## config.mk

```make
export PLATFORM = sky130hd
export DESIGN_NAME = sem_flag_unit
export DESIGN_NICKNAME = d
export VERILOG_FILES = /design/src/rtl/sem_pkg.sv /design/src/rtl/sem_port_decode.sv /design/src/rtl/sem_flag_cell.sv /design/src/rtl/sem_read_port.sv /design/src/rtl/sem_flag_unit.sv
export SDC_FILE = /design/constraint.sdc
export NUM_CORES = 1
export LEC_CHECK = 0
export ABC_AREA = 1
export BUFFER_PORTS_ARGS = -buffer_cell sky130_fd_sc_hd__buf_2
export CAP_MARGIN = 30
export CORE_MARGIN = 2
export CORE_UTILIZATION = 44
export CTS_CLUSTER_DIAMETER = 100
export CTS_CLUSTER_SIZE = 12
export DETAILED_ROUTE_END_ITERATION = 6
export GPL_TIMING_DRIVEN = 0
export PLACE_DENSITY = 0.82
export SYNTH_ARGS = -nofsm -noshare
export SYNTH_HDL_FRONTEND = slang
export SYNTH_SLANG_ARGS = --single-unit
```

## constraint.sdc

```tcl
create_clock -name clk -period 0.84 [get_ports clk]
set_input_delay 0 -clock clk [delete_from_list [all_inputs] [get_ports clk]]
set_output_delay 0 -clock clk [all_outputs]
set_load 0.02 [all_outputs]
```

## src/rtl/sem_pkg.sv

```systemverilog
package sem_pkg;

    localparam int SEM_COUNT  = 8;
    localparam int SEM_IDX_W  = $clog2(SEM_COUNT);
    localparam int SEM_DATA_W = 16;

    typedef enum logic [1:0] {
        HOLD_NONE  = 2'd0,
        HOLD_LEFT  = 2'd1,
        HOLD_RIGHT = 2'd2
    } holder_e;

    typedef struct packed {
        logic                 sel;
        logic                 wr;
        logic [SEM_IDX_W-1:0] idx;
        logic                 bit0;
    } sem_cmd_t;

    // Next request flop value: a claim sets, a release clears.
    function automatic logic req_update(input logic cur, input logic set_r, input logic clr_r);
        logic nxt;
        nxt = cur;
        if (set_r)      nxt = 1'b1;
        else if (clr_r) nxt = 1'b0;
        return nxt;
    endfunction

    // Ownership resolution: the holder keeps the token while its request stands,
    // otherwise the left request wins over the right one.
    function automatic holder_e resolve_holder(input holder_e cur,
                                               input logic req_left,
                                               input logic req_right);
        holder_e nxt;
        if (cur == HOLD_LEFT && req_left)        nxt = HOLD_LEFT;
        else if (cur == HOLD_RIGHT && req_right) nxt = HOLD_RIGHT;
        else if (req_left)                       nxt = HOLD_LEFT;
        else if (req_right)                      nxt = HOLD_RIGHT;
        else                                     nxt = HOLD_NONE;
        return nxt;
    endfunction

endpackage

```

## src/rtl/sem_port_decode.sv

```systemverilog
module sem_port_decode
    import sem_pkg::*;
#(
    parameter int NUM_SEM = SEM_COUNT,
    parameter int DATA_W  = SEM_DATA_W,
    localparam int IDX_W  = $clog2(NUM_SEM)
) (
    input  logic              sel,
    input  logic              wr,
    input  logic [IDX_W-1:0]  idx,
    input  logic [DATA_W-1:0] wdata,
    output logic [NUM_SEM-1:0] set_req,
    output logic [NUM_SEM-1:0] clr_req,
    output logic               rd_stb
);
    logic unused_wdata_hi;
    logic claim;
    logic give_back;

    assign unused_wdata_hi = ^wdata[DATA_W-1:1];
    assign claim     = sel && wr && !wdata[0];
    assign give_back = sel && wr &&  wdata[0];
    assign rd_stb    = sel && !wr;

    for (genvar k = 0; k < NUM_SEM; k++) begin : g_dec
        assign set_req[k] = claim     && (idx == IDX_W'(k));
        assign clr_req[k] = give_back && (idx == IDX_W'(k));
    end
endmodule

```

## src/rtl/sem_flag_cell.sv

```systemverilog
module sem_flag_cell
    import sem_pkg::*;
(
    input  logic clk,
    input  logic rst,
    input  logic set_l,
    input  logic clr_l,
    input  logic set_r,
    input  logic clr_r,
    output logic held_l,
    output logic held_r
);
    logic    req_l_q, req_r_q;
    logic    req_l_d, req_r_d;
    holder_e holder_q, holder_d;

    always_comb begin
        req_l_d  = req_update(req_l_q, set_l, clr_l);
        req_r_d  = req_update(req_r_q, set_r, clr_r);
        holder_d = resolve_holder(holder_q, req_l_d, req_r_d);
    end

    always_ff @(posedge clk) begin
        if (rst) begin
            req_l_q  <= 1'b0;
            req_r_q  <= 1'b0;
            holder_q <= HOLD_NONE;
        end else begin
            req_l_q  <= req_l_d;
            req_r_q  <= req_r_d;
            holder_q <= holder_d;
        end
    end

    assign held_l = (holder_q == HOLD_LEFT);
    assign held_r = (holder_q == HOLD_RIGHT);
endmodule

```

## src/rtl/sem_read_port.sv

```systemverilog
module sem_read_port
    import sem_pkg::*;
#(
    parameter int NUM_SEM = SEM_COUNT,
    parameter int DATA_W  = SEM_DATA_W,
    localparam int IDX_W  = $clog2(NUM_SEM)
) (
    input  logic               clk,
    input  logic               rst,
    input  logic               rd_stb,
    input  logic [IDX_W-1:0]   idx,
    input  logic [NUM_SEM-1:0] held,
    output logic [DATA_W-1:0]  rdata
);
    always_ff @(posedge clk) begin
        if (rst)
            rdata <= '1;
        else if (rd_stb)
            rdata <= held[idx] ? '0 : '1;
    end
endmodule

```

## src/rtl/sem_flag_unit.sv

```systemverilog
module sem_flag_unit
    import sem_pkg::*;
#(
    parameter int NUM_SEM = SEM_COUNT,
    parameter int DATA_W  = SEM_DATA_W,
    localparam int IDX_W  = $clog2(NUM_SEM)
) (
    input  logic              clk,
    input  logic              rst,
    input  logic              lft_sel,
    input  logic              lft_wr,
    input  logic [IDX_W-1:0]  lft_idx,
    input  logic [DATA_W-1:0] lft_wdata,
    output logic [DATA_W-1:0] lft_rdata,
    input  logic              rgt_sel,
    input  logic              rgt_wr,
    input  logic [IDX_W-1:0]  rgt_idx,
    input  logic [DATA_W-1:0] rgt_wdata,
    output logic [DATA_W-1:0] rgt_rdata
);
    logic [NUM_SEM-1:0] set_l, clr_l, set_r, clr_r;
    logic [NUM_SEM-1:0] held_l, held_r;
    logic               rd_l, rd_r;

    sem_port_decode #(.NUM_SEM(NUM_SEM), .DATA_W(DATA_W)) u_dec_l (
        .sel(lft_sel), .wr(lft_wr), .idx(lft_idx), .wdata(lft_wdata),
        .set_req(set_l), .clr_req(clr_l), .rd_stb(rd_l)
    );

    sem_port_decode #(.NUM_SEM(NUM_SEM), .DATA_W(DATA_W)) u_dec_r (
        .sel(rgt_sel), .wr(rgt_wr), .idx(rgt_idx), .wdata(rgt_wdata),
        .set_req(set_r), .clr_req(clr_r), .rd_stb(rd_r)
    );

    for (genvar k = 0; k < NUM_SEM; k++) begin : g_flag
        sem_flag_cell u_cell (
            .clk(clk), .rst(rst),
            .set_l(set_l[k]), .clr_l(clr_l[k]),
            .set_r(set_r[k]), .clr_r(clr_r[k]),
            .held_l(held_l[k]), .held_r(held_r[k])
        );
    end

    sem_read_port #(.NUM_SEM(NUM_SEM), .DATA_W(DATA_W)) u_rd_l (
        .clk(clk), .rst(rst), .rd_stb(rd_l), .idx(lft_idx),
        .held(held_l), .rdata(lft_rdata)
    );

    sem_read_port #(.NUM_SEM(NUM_SEM), .DATA_W(DATA_W)) u_rd_r (
        .clk(clk), .rst(rst), .rd_stb(rd_r), .idx(rgt_idx),
        .held(held_r), .rdata(rgt_rdata)
    );
endmodule

```

==> results of run 1 <==
==> worst max-delay path: stages (launching register included) <==
cell,delay (ns)
dfxtp_4,0.36
buf_8,0.14
buf_6,0.12
buf_6,0.12
==> logic make-up after synthesis <==
group	synth area share [%]
AOI/OAI and AO/OA	9.467
buffers and inverters	21.63
DFF	35.77
and+or+nand+nor	33.14
==> sequential cells by signal, summed over array words and instances, names as in the netlist <==
signal                  flops
u_rd_l.rdata                1
g_flag.u_cell.holder_q     16
g_flag.u_cell.req_l_q       8
g_flag.u_cell.req_r_q       8
u_rd_r.rdata                1
==> report_power, final <==
| group | switching (mW) | internal (mW) |
|---|---|---|
| sequential | 0.0267 | 1.64 |
| combinational | 0.460 | 0.420 |
| clock | 0.580 | 0.661 |
| total | 1.07 | 2.72 |
==> repair_timing <==
action / 4_1_cts / 5_1_grt
endpoints found under the hold margin: 2 / 0
resized for setup: 81 / 22
pin swaps: 9 / 8
endpoints found under the setup margin: 34 / 39
buffers inserted: 8 / 0
hold buffers: 1 / 0
==> routing by layer <==
layer / share of wire (%) / track usage [%]
met4: 1.4 / 7.051
met5: 0 / 0
met3: 7.3 / 5.087
met2: 50 / 36.19
met1: 41 / 22.43
==> worst paths after layout <==
| kind | from | endpoint | slack (ns) | depth (start not counted) |
|---|---|---|---|---|
| worst max register to register | g_flag[5].u_cell.holder_q[0] | u_rd_l.rdata[14] | -0.09 | 7 |
| worst max-delay path | u_rd_r.rdata[14] | rgt_rdata[4] | -0.18 | 3 |
| worst min-delay path | lft_wr | u_rd_l.rdata[14] | 0.04 | 4 |
| worst min register to register | g_flag[1].u_cell.holder_q[1] | g_flag[1].u_cell.holder_q[1] | 0.50 | 2 |
==> through the flow <==
| stage | std cells | setup TNS, ns | area (sq um) | power, mW |
|---|---|---|---|---|
| after floorplan | 293 | -0.001158 | 1914 | 2.163 |
| after global placement | 388 | -1.949 | 2202 | 2.360 |
| after detailed placement | 388 | -2.294 | 2202 | 2.370 |
| after CTS | 405 | -4.888 | 2590 | 3.756 |
| after global routing | 405 | -6.204 | 2649 | 3.934 |
| final | 405 | -5.012 | 2649 | 3.785 |
==> placed cells by master (no fill, tap or decap), drive strengths merged <==
cell type / netlist / layout
clkinv: 2 / 3
a21oi: 20 / 20
dlygate4sd3: 0 / 1
inv: 46 / 46
clkbuf: 0 / 7
dfxtp: 34 / 34
nand3b: 1 / 1
buf: 31 / 84
nand2: 103 / 103
nor2: 36 / 36
nand3: 10 / 10
o21ai: 10 / 10
==> final cells by class <==
cell class              instances  area [sq um]  area share [%]
plain buffers                  31         286.5           10.82
well taps                      50         62.56           2.362
flip-flops and latches         34         704.4           26.59
repair buffers                 54         451.7           17.05
inverters                      48         181.4           6.849
multi-input cells             180         870.8           32.88
clock buffers                   7         86.33           3.259
clock inverters                 1         5.005          0.1889
==> reports/metrics.csv, run 1 <==
stage,metric,value,unit
logic_synthesis,cell with the most instances after synthesis,nand2_1,
logic_synthesis,sequential share of the synthesized area,35.77,%
drt,first-pass iteration count of the detailed router,4,
clocking,Max H-tree Level,2,
grt,total track usage,19.97,%
clocking,clock-pin transition on the worst setup and hold timing paths,0.07,ns
logic_synthesis,synthesized area,0.001903,sq mm
critical_path,Setup CP Type,reg2out,
logic_synthesis,area share of the largest cell type after synthesis,35.77,%
floorplan,standard-cell rows,23,
logic_synthesis,#FFs+latches synth,34,
critical_path,Worst EP required,0.84,ns
timing,Slew headroom,73.12,%
power_and_ir_drop,Max VDD drop,0.001600,V
timing,Worst Tran Pin Value,0.4017,ns
status,status,"finished, violations left",
placement,Post-Place Setup Slack,-0.1215,ns
floorplan,IO Count,76,
placement,RD Place Congestion,0.8146,
drt,First DRT Iteration DRCs,94,
grt,initial antenna violation count,0,
final_layout,share of layout cells above drive strength 1,42.82,%
timing,fin worst setup slack,-0.1814,ns
grt,first-pass GRT wire length,7.659,mm
timing,period utilization,121.6,%
timing,final worst path period need,1.021,ns
power_and_ir_drop,power density over the cells,1429,mW/mm^2
critical_path,Worst Setup End Kind,primary output,
logic_synthesis,"Top FF cell, synth",dfxtp_1,
floorplan,Die Y,69.77,microns
logic_synthesis,Yosys cell types,19,
clocking,"Clk Latency, worst-skew pair",0.29,ns
grt,vias in the first global route,1725,
floorplan,area of the die,0.004867,sq mm
logic_synthesis,fraction of registers with async set/reset,0,%
timing,RSZ-0062 raised after global routing,yes,
timing,max-slew violations,0,
logic_synthesis,Post-synth top cells,"nand2_1, inv_1, dfxtp_1, buf_4, nor2_1",
run,max cap viols,0,
final_layout,Total Nets Final,398,
drt,DRC,0,
power_and_ir_drop,Leak,1.304,nW
logic_synthesis,Synth Instances,293,
timing,clk_skew,0.003082,ns
critical_path,Setup crit start kind,flop,
drt,Vias,1856,
timing,hold slack,0.03852,ns
critical_path,Critical Path AT,1.02,ns
logic_synthesis,Synthesized Nets,337,
drt,Wirelength per Cell,11.48,microns
floorplan,area of the core,0.004086,sq mm
logic_synthesis,synthesized area per cell,6.495,sq um
floorplan,initial core utilization,46.57,%
clocking,CTS tree,yes,
clocking,TritonCTS buffer count,5,
logic_synthesis,Synth area leaders,"dfxtp_1, nand2_1, buf_4, inv_1, nor2_1",
drt,Via density,4.583,
placement,hpwl dp,3.048,mm
critical_path,crit-path max FO,8,
grt,total gr overflow,0,
placement,Port Buffer Count,45,
worst_hold_path,worst hold path class,in2reg,
drt,Post-DRT Antenna Nets,0,
clocking,clock buffer depth,2,
logic_synthesis,Yosys Warn Count,0,
logic_synthesis,number of flops mapped to enable cells by yosys,0,
final_layout,ant diodes,0,
timing,final-report hold violation count,0,
final_layout,fin util,64.82,%
final_layout,Area Overhead vs Synth,39.18,%
floorplan,Die W,69.77,microns
clocking,# clock sinks,34,
timing,Peak Freq,979.1,MHz
drt,WL final,4.650,mm
timing,setup violators final,34,
final_layout,fill count,363,
clocking,Root Driver,clkbuf_8,
grt,largest net degree at the start of global routing,18,
status,failing checks,setup timing,
logic_synthesis,post-synth top area cell,dfxtp_1,
No activity file was read; power rests on OpenSTA's default activity.
==> run 2, diff against run 1 <==
--- a/config.mk
+++ b/config.mk
@@ -5,16 +5,15 @@
 export SDC_FILE = /design/constraint.sdc
 export NUM_CORES = 1
 export LEC_CHECK = 0
-export ABC_AREA = 1
 export BUFFER_PORTS_ARGS = -buffer_cell sky130_fd_sc_hd__buf_2
 export CAP_MARGIN = 30
 export CORE_MARGIN = 2
-export CORE_UTILIZATION = 44
+export CORE_UTILIZATION = 42
 export CTS_CLUSTER_DIAMETER = 100
 export CTS_CLUSTER_SIZE = 12
 export DETAILED_ROUTE_END_ITERATION = 6
 export GPL_TIMING_DRIVEN = 0
-export PLACE_DENSITY = 0.82
+export PLACE_DENSITY = 0.8
 export SYNTH_ARGS = -nofsm -noshare
 export SYNTH_HDL_FRONTEND = slang
 export SYNTH_SLANG_ARGS = --single-unit
==> run 2 against run 1 <==
  * The flow still finishes with violations (setup timing)
  * Worst hold slack better by 0.019 ns
  * First-iteration DRC count is 50% lower
  * Critical path type is now reg2reg
  * Die area is 3.4% lower
  * Combinational power is 34% lower
  * Sequential share of layout area is 0.80 points lower
  * Clock skew is 0.0012 ns lower
  * Register-to-register slack worse by 0.39 ns
  * Via count is 18% lower
  * Flip-flop and latch count stayed put
==> reports/metrics.csv, run 2 <==
stage,metric,value,unit,change
floorplan,area of the core,0.004000,sq mm,-2.1%
timing,period utilization,156.9,%,+35 points
clocking,Root Driver,clkbuf_8,,
logic_synthesis,#FFs+latches synth,34,,unchanged
timing,Peak Freq,758.6,MHz,-23%
final_layout,share of layout cells above drive strength 1,59.04,%,+16 points
critical_path,buffers and inverters on the worst path,0,,-3
placement,Post-DP Area,0.002098,sq mm,-4.7%
logic_synthesis,post-synth top area cell,dfxtp_1,,
logic_synthesis,sequential share of the synthesized area,38.86,%,+3.1 points
worst_hold_path,Worst Hold End,u_rd_r.rdata[14],,
logic_synthesis,Synth Instances,185,,-37%
critical_path,R2R Path Start,g_flag[1].u_cell.holder_q[0],,
logic_synthesis,Yosys cell types,41,,+22
final_layout,Final Instance Area,0.002663,sq mm,+0.52%
drt,Vias,1522,,-18%
logic_synthesis,Synth area leaders,"dfxtp_1, buf_4, mux2i_1, a211oi_1, nor2_1",,
grt,total track usage,17.38,%,-2.6 points
floorplan,Die Y,68.58,microns,-1.7%
placement,RD Place Congestion,0.7406,,-9.1%
final_layout,ant diodes,0,,unchanged
floorplan,initial core utilization,43.79,%,-2.8 points
final_layout,register bank with the most flops,g_flag.u_cell.holder_q,,
grt,total gr overflow,0,,unchanged
grt,initial antenna violation count,0,,unchanged
clocking,clock buffer depth,2,,unchanged
power_and_ir_drop,combinational power share,17.6,%,-5.7 points
logic_synthesis,Post-synth top cells,"dfxtp_1, buf_4, nor2_1, nor2b_1, a211oi_1",,
timing,fin worst setup slack,-0.4782,ns,-0.2968 ns
timing,final-report hold violation count,0,,unchanged
critical_path,Worst EP required,1.06,ns,+0.22 ns
floorplan,Die W,68.58,microns,-1.7%
logic_synthesis,number of flops mapped to enable cells by yosys,0,,unchanged
floorplan,area of the die,0.004703,sq mm,-3.4%
final_layout,Area Overhead vs Synth,52.00,%,
timing,Worst Tran Pin Value,0.5197,ns,+0.1181 ns
logic_synthesis,synthesized area per cell,9.469,sq um,+46%
logic_synthesis,cell with the most instances after synthesis,dfxtp_1,,
logic_synthesis,Synthesized Nets,229,,-32%
drt,WL final,4.683,mm,+0.71%
critical_path,"CP delay by family, top",multiplexers,,
floorplan,IO Count,76,,unchanged
worst_hold_path,Worst Hold Launch,rgt_idx[2],,
placement,hpwl dp,2.621,mm,-14%
clocking,TritonCTS buffer count,5,,unchanged
critical_path,Worst Setup End Kind,flop,,
power_and_ir_drop,Pint,2.493,mW,-8.3%
floorplan,standard-cell rows,23,,unchanged
critical_path,CP Cell Sequence,and2b_1 -> mux4_2 -> a31oi_2 -> a21o_1,,
logic_synthesis,fraction of registers with async set/reset,0,%,unchanged
logic_synthesis,area share of the largest cell type after synthesis,38.86,%,+3.1 points
power_and_ir_drop,sequential fraction of design power,49.9,%,+5.9 points
critical_path,reg-to-reg critical path endpoint,u_rd_r.rdata[14],,
timing,RSZ-0062 raised after global routing,yes,,
power_and_ir_drop,Max VDD drop,0.0008079,V,-50%
power_and_ir_drop,power density over the cells,1240,mW/mm^2,-13%
logic_synthesis,Yosys Warn Count,0,,unchanged
status,failing checks,setup timing,,
drt,first-pass iteration count of the detailed router,5,,+1
logic_synthesis,synthesized area,0.001752,sq mm,-8.0%
final_layout,Largest register FFs,16,,unchanged
grt,vias in the first global route,1241,,-28%
critical_path,Setup CP Type,reg2reg,,
critical_path,Worst R2R Setup Slack,-0.48,ns,-0.39 ns
status,status,"finished, violations left",,
drt,Post-DRT Antenna Nets,0,,unchanged
worst_hold_path,Min-Delay Path Depth,3,,-1
clocking,Max H-tree Level,2,,unchanged
timing,Slew headroom,65.30,%,-7.8 points
worst_hold_path,worst hold path class,in2reg,,
power_and_ir_drop,Leak,1.124,nW,-14%
final_layout,most frequent cells in the layout,"buf_6, dfxtp_1, buf_2",,
final_layout,biggest registers after layout,"g_flag.u_cell.holder_q x16, g_flag.u_cell.req_l_q x8, g_flag.u_cell.req_r_q x8",,
clocking,# clock sinks,34,,unchanged
placement,Port Buffer Count,43,,-4.4%
critical_path,Worst path max stage delay,0.49,ns,+0.13 ns
critical_path,worst-path cell with the longest stage delay,mux4_2,,
timing,clk_skew,0.001862,ns,-0.001220 ns
critical_path,Setup crit start kind,flop,,
timing,final worst path period need,1.318,ns,+0.2968 ns
clocking,"Clk Latency, worst-skew pair",0.27,ns,-0.02 ns
drt,Wirelength per Cell,15.66,microns,+36%
run,max cap viols,0,,unchanged
power_and_ir_drop,sw power,0.8095,mW,-24%
clocking,CTS tree,yes,,
critical_path,r2r worst-path depth,4,,-3
drt,DRC,0,,unchanged
drt,Via density,5.090,,+11%
final_layout,Total Nets Final,293,,-26%
drt,First DRT Iteration DRCs,47,,-50%
grt,first-pass GRT wire length,5.713,mm,-25%
clocking,clock-pin transition on the worst setup and hold timing paths,0.06,ns,about the same
grt,largest net degree at the start of global routing,18,,unchanged
logic_synthesis,"Top FF cell, synth",dfxtp_1,,
critical_path,crit-path max FO,3,,-5
power_and_ir_drop,sw frac,24.51,%,-3.7 points
timing,hold slack,0.05740,ns,+0.01887 ns
power_and_ir_drop,Overall Power,3.303,mW,-13%
timing,max-slew violations,0,,unchanged
final_layout,"most common cell after layout, fill and taps aside",buf_6,,
timing,setup violators final,48,,+41%
power_and_ir_drop,clock share of power,32.6,%,-0.2 points
critical_path,Critical Path AT,1.54,ns,+0.52 ns
-- run 2: changes by cell type after synthesis, moves of 5 or more --
cell	before	now
nand2_1	102	7
inv_1	42	6
a21oi_1	17	1
nor2_1	28	16
nor2b_1	0	9
a211oi_1	0	8
nand3_1	10	2
mux2i_1	0	7
nor2_4	5	0
o21ai_0	2	7
o21ai_2	5	0
-- run 2: cell families (layout without fill, tap and decap cells) --
family | after synthesis | count (layout) | share of synthesized area (%)
muxes | 10 | 10 | 7.214
AOI/OAI and AO/OA | 39 | 39 | 16.93
and+or+nand+nor | 60 | 60 | 20.50
DFF | 34 | 34 | 38.86
buffers and inverters | 42 | 106 | 16.50
-- run 2: metrics by stage --
stage	TNS, ns	cells	util, %	worst slack [ns]
3_5_place_dp	-10.92	278	52.46	-0.4935
2_1_floorplan	-2.053	185	-	-0.3864
3_3_place_gp	-9.749	278	52.46	-0.4545
4_1_cts	-10.36	289	60.21	-0.4975
5_1_grt	-13.38	299	66.56	-0.5436
6_report	-10.91	299	66.56	-0.4782
-- run 2: how the worst max path moves through the flow --
stage | end | cells past startpoint | startpoint | slack, ns
after floorplan | u_rd_r.rdata[14] | 4 | g_flag[1].u_cell.holder_q[0] | -0.39
after global placement | u_rd_r.rdata[14] | 4 | g_flag[1].u_cell.holder_q[0] | -0.45
after detailed placement | u_rd_r.rdata[14] | 4 | g_flag[1].u_cell.holder_q[0] | -0.49
after CTS | u_rd_r.rdata[14] | 4 | g_flag[1].u_cell.holder_q[0] | -0.50
after global routing | u_rd_r.rdata[14] | 4 | g_flag[1].u_cell.holder_q[0] | -0.54
final | u_rd_r.rdata[14] | 4 | g_flag[1].u_cell.holder_q[0] | -0.48
-- run 2: routing by layer --
metal / vias up / wire, microns / track usage (%)
met4: 0 / 34 / 6.000
met3: 2 / 226 / 4.545
met5: - / 0 / 0
met1: 718 / 1907 / 20.32
li1: 750 / - / -
met2: 52 / 2513 / 30.53
-- run 2: timing repair --
action                                  4_1_cts  5_1_grt
endpoints found under the hold margin         2        0
setup buffers                                 3        8
hold buffers                                  1        0
gates resized for setup                      56       38
pin swaps                                     0        9
endpoints found under the setup margin       45       56
gates cloned                                  0        2
-- run 2: layout make-up --
class	instances	area (sq um)
buffer	36	347.8
clock buffer	7	76.32
fill	302	1338
inverter	6	22.52
multi-input combinational	109	975.9
sequential	34	686.9
tap	50	62.56
timing repair buffer	57	490.5
-- run 2: worst min-delay path, stage by stage --
cell	delay [ns]
buf_2	0.13
nand3_1	0.07
a21o_1	0.10
-- run 2: power by group through the flow --
stage / logic (mW) / clock network, mW / registers (mW)
floorplan: 0.260 / 0 / 1.68
CTS: 0.471 / 1.11 / 1.64
finish: 0.580 / 1.08 / 1.65
global route: 0.612 / 1.17 / 1.65
detailed placement: 0.379 / 0 / 1.68
global placement: 0.373 / 0 / 1.68
==> run 3, diff against run 2 <==
--- a/config.mk
+++ b/config.mk
@@ -8,12 +8,14 @@
 export BUFFER_PORTS_ARGS = -buffer_cell sky130_fd_sc_hd__buf_2
 export CAP_MARGIN = 30
 export CORE_MARGIN = 2
-export CORE_UTILIZATION = 42
+export CORE_UTILIZATION = 45
 export CTS_CLUSTER_DIAMETER = 100
 export CTS_CLUSTER_SIZE = 12
 export DETAILED_ROUTE_END_ITERATION = 6
+export GPL_ROUTABILITY_DRIVEN = 0
 export GPL_TIMING_DRIVEN = 0
-export PLACE_DENSITY = 0.8
+export PLACE_DENSITY = 0.81
+export SKIP_CTS_REPAIR_TIMING = 1
 export SYNTH_ARGS = -nofsm -noshare
 export SYNTH_HDL_FRONTEND = slang
 export SYNTH_SLANG_ARGS = --single-unit
==> constraint.sdc (replaced) <==
create_clock -name clk -period 1.4 [get_ports clk]
set_input_delay 0 -clock clk [delete_from_list [all_inputs] [get_ports clk]]
set_output_delay 0 -clock clk [all_outputs]
set_load 0.02 [all_outputs]
==> run 3 against run 2 <==
  * The run now ends clean
  * Clock skew grew 0.0019 ns
  * Clock power shrank 19%
  * Power shrank 37%
  * Register-to-register slack gained 0.54 ns
  * First-iteration DRC count shrank 34%
  * Non-clock buffer count shrank 13
  * Critical path type unchanged
  * Largest cell class unchanged
  * Largest power group unchanged
  * Highest routed layer unchanged
==> reports/metrics.csv, run 3 (synthesis gave the netlist of run 2 again) <==
stage,metric,value,unit,change
drt,first-pass iteration count of the detailed router,4,,-1
grt,largest net degree at the start of global routing,18,,unchanged
grt,GR peak layer,met2,,
grt,initial antenna violation count,0,,unchanged
critical_path,CP Cell Sequence,and2b_1 -> mux4_2 -> a31oi_1 -> a21o_1,,
drt,Vias,1427,,-6.2%
floorplan,initial core utilization,47.49,%,+3.7 points
power_and_ir_drop,power density over the cells,965.2,mW/mm^2,-22%
critical_path,buffers and inverters on the worst path,0,,unchanged
final_layout,register bank with the most flops,g_flag.u_cell.holder_q,,
timing,period utilization,95.63,%,-61 points
timing,RSZ-0062 raised after global routing,yes,,
final_layout,Total Nets Final,280,,-4.4%
grt,total track usage,17.21,%,-0.17 points
final_layout,most frequent cells in the layout,"buf_2, dfxtp_1, buf_4",,
worst_hold_path,worst hold path class,in2reg,,
drt,WL final,3.437,mm,-27%
floorplan,standard-cell rows,22,,-4.3%
critical_path,Worst Setup End Kind,flop,,
final_layout,ant diodes,0,,unchanged
critical_path,Worst EP required,1.64,ns,+0.58 ns
power_and_ir_drop,Leak,0.9063,nW,-19%
timing,fin worst setup slack,0.06112,ns,+0.5393 ns
timing,Slew headroom,57.77,%,-7.5 points
placement,hpwl dp,2.662,mm,+1.5%
critical_path,Critical Path AT,1.58,ns,+0.04 ns
placement,Post-Place Setup Slack,0.05673,ns,+0.5503 ns
clocking,clock buffer depth,2,,unchanged
drt,Via density,5.007,,-1.6%
final_layout,register area,680.7,sq um,-0.91%
critical_path,Crit. Startpoint,g_flag[1].u_cell.holder_q[0],,
clocking,Max H-tree Level,2,,unchanged
final_layout,fin util,58.18,%,-8.4 points
final_layout,Largest register FFs,16,,unchanged
critical_path,"CP delay by family, top",multiplexers,,
final_layout,fill count,329,,+8.9%
clocking,# clock sinks,34,,unchanged
power_and_ir_drop,Overall Power,2.071,mW,-37%
critical_path,Setup crit start kind,flop,,
critical_path,R2R Path Start,g_flag[1].u_cell.holder_q[0],,
floorplan,Die Y,66.39,microns,-3.2%
grt,vias in the first global route,1234,,-0.56%
placement,Port Buffer Count,43,,unchanged
drt,Post-DRT Antenna Nets,0,,unchanged
critical_path,Worst path max stage delay,0.49,ns,about the same
grt,GR Layer Usage met3,6.133,%,+1.6 points
worst_hold_path,Worst Hold Launch,rgt_idx[2],,
final_layout,"most common cell after layout, fill and taps aside",buf_2,,
clocking,TritonCTS buffer count,5,,unchanged
drt,Wirelength per Cell,12.06,microns,-23%
timing,Worst Tran Pin Value,0.6253,ns,+0.1055 ns
floorplan,area of the die,0.004408,sq mm,-6.3%
clocking,Root Driver,clkbuf_8,,
grt,total gr overflow,0,,unchanged
timing,clk_skew,0.003792,ns,+0.001930 ns
clocking,"Clk Latency, worst-skew pair",0.29,ns,+0.02 ns
timing,final worst path period need,1.339,ns,+0.02068 ns
grt,met1 global-route usage,20.53,%,+0.20 points
status,status,"finished, final reports clean",,
grt,first-pass GRT wire length,5.526,mm,-3.3%
final_layout,area of the multi-input gates,782.0,sq um,-20%
timing,final-report hold violation count,0,,unchanged
final_layout,share of layout cells above drive strength 1,41.77,%,-17 points
floorplan,IO Count,76,,unchanged
drt,First DRT Iteration DRCs,31,,-34%
drt,DRC,0,,unchanged
floorplan,Die W,66.39,microns,-3.2%
final_layout,biggest registers after layout,"g_flag.u_cell.holder_q x16, g_flag.u_cell.req_l_q x8, g_flag.u_cell.req_r_q x8",,
clocking,clock-pin transition on the worst setup and hold timing paths,0.07,ns,about the same
timing,setup violators final,0,,-100%
critical_path,Setup CP Type,reg2reg,,
final_layout,Final Instance Area,0.002146,sq mm,-19%
placement,Post-DP Area,0.002027,sq mm,-3.4%
power_and_ir_drop,Max VDD drop,0.0008556,V,+5.9%
clocking,CTS tree,yes,,
run,max cap viols,0,,unchanged
critical_path,worst-path cell with the longest stage delay,mux4_2,,
timing,max-slew violations,0,,unchanged
critical_path,crit-path max FO,3,,unchanged
grt,GRT met2 Usage,28.38,%,-2.2 points
final_layout,Area Overhead vs Synth,22.50,%,
timing,Peak Freq,746.9,MHz,-1.5%
critical_path,Worst R2R Setup Slack,0.06,ns,+0.54 ns
floorplan,area of the core,0.003689,sq mm,-7.8%
==> run 3: path summary, 6_finish.rpt <==
kind,end,depth (start not counted)
setup / recovery,u_rd_r.rdata[14],4
hold reg to reg,g_flag[4].u_cell.req_l_q,2
setup reg to reg,u_rd_r.rdata[14],4
hold / removal,u_rd_r.rdata[14],3
==> run 3: power by group <==
part           total, mW  internal, mW  switching [mW]
Clock              0.872         0.523           0.349
Combinational      0.211        0.0903           0.121
Sequential         0.988         0.980         0.00850
Total               2.07          1.59           0.478
==> run 3: worst min-delay path, delay by kind of cell <==
| family | cells | cell delay [ns] |
|---|---|---|
| buffers and inverters | 1 | 0.13 |
| AO/OA/AOI/OAI | 1 | 0.11 |
| AND/OR/NAND/NOR | 1 | 0.07 |
==> run 3: routing by layer <==
| layer | up-vias | routed length (microns) |
|---|---|---|
| met1 | 651 | 1461 |
| met5 | - | 0 |
| met3 | 6 | 261 |
| met4 | 0 | 48 |
| li1 | 727 | - |
| met2 | 43 | 1665 |
==> run 3: through the flow <==
| stage | cells | setup TNS [ns] | hold slack [ns] |
|---|---|---|---|
| 2_1_floorplan | 185 | 0 | 0.06853 |
| 3_3_place_gp | 276 | 0 | 0.2088 |
| 3_5_place_dp | 276 | 0 | 0.2128 |
| 4_1_cts | 284 | 0 | -0.09684 |
| 5_1_grt | 285 | -0.007385 | 0.05638 |
| 6_report | 285 | 0 | 0.04032 |
==> run 3: area by class of cell <==
cell class | instances | share of cell area, %
clock inverters | 3 | 1.866
inverters | 6 | 1.050
multi-input cells | 109 | 36.44
plain buffers | 36 | 12.42
well taps | 48 | 2.799
repair buffers | 44 | 10.50
flip-flops and latches | 34 | 31.72
clock buffers | 5 | 3.207
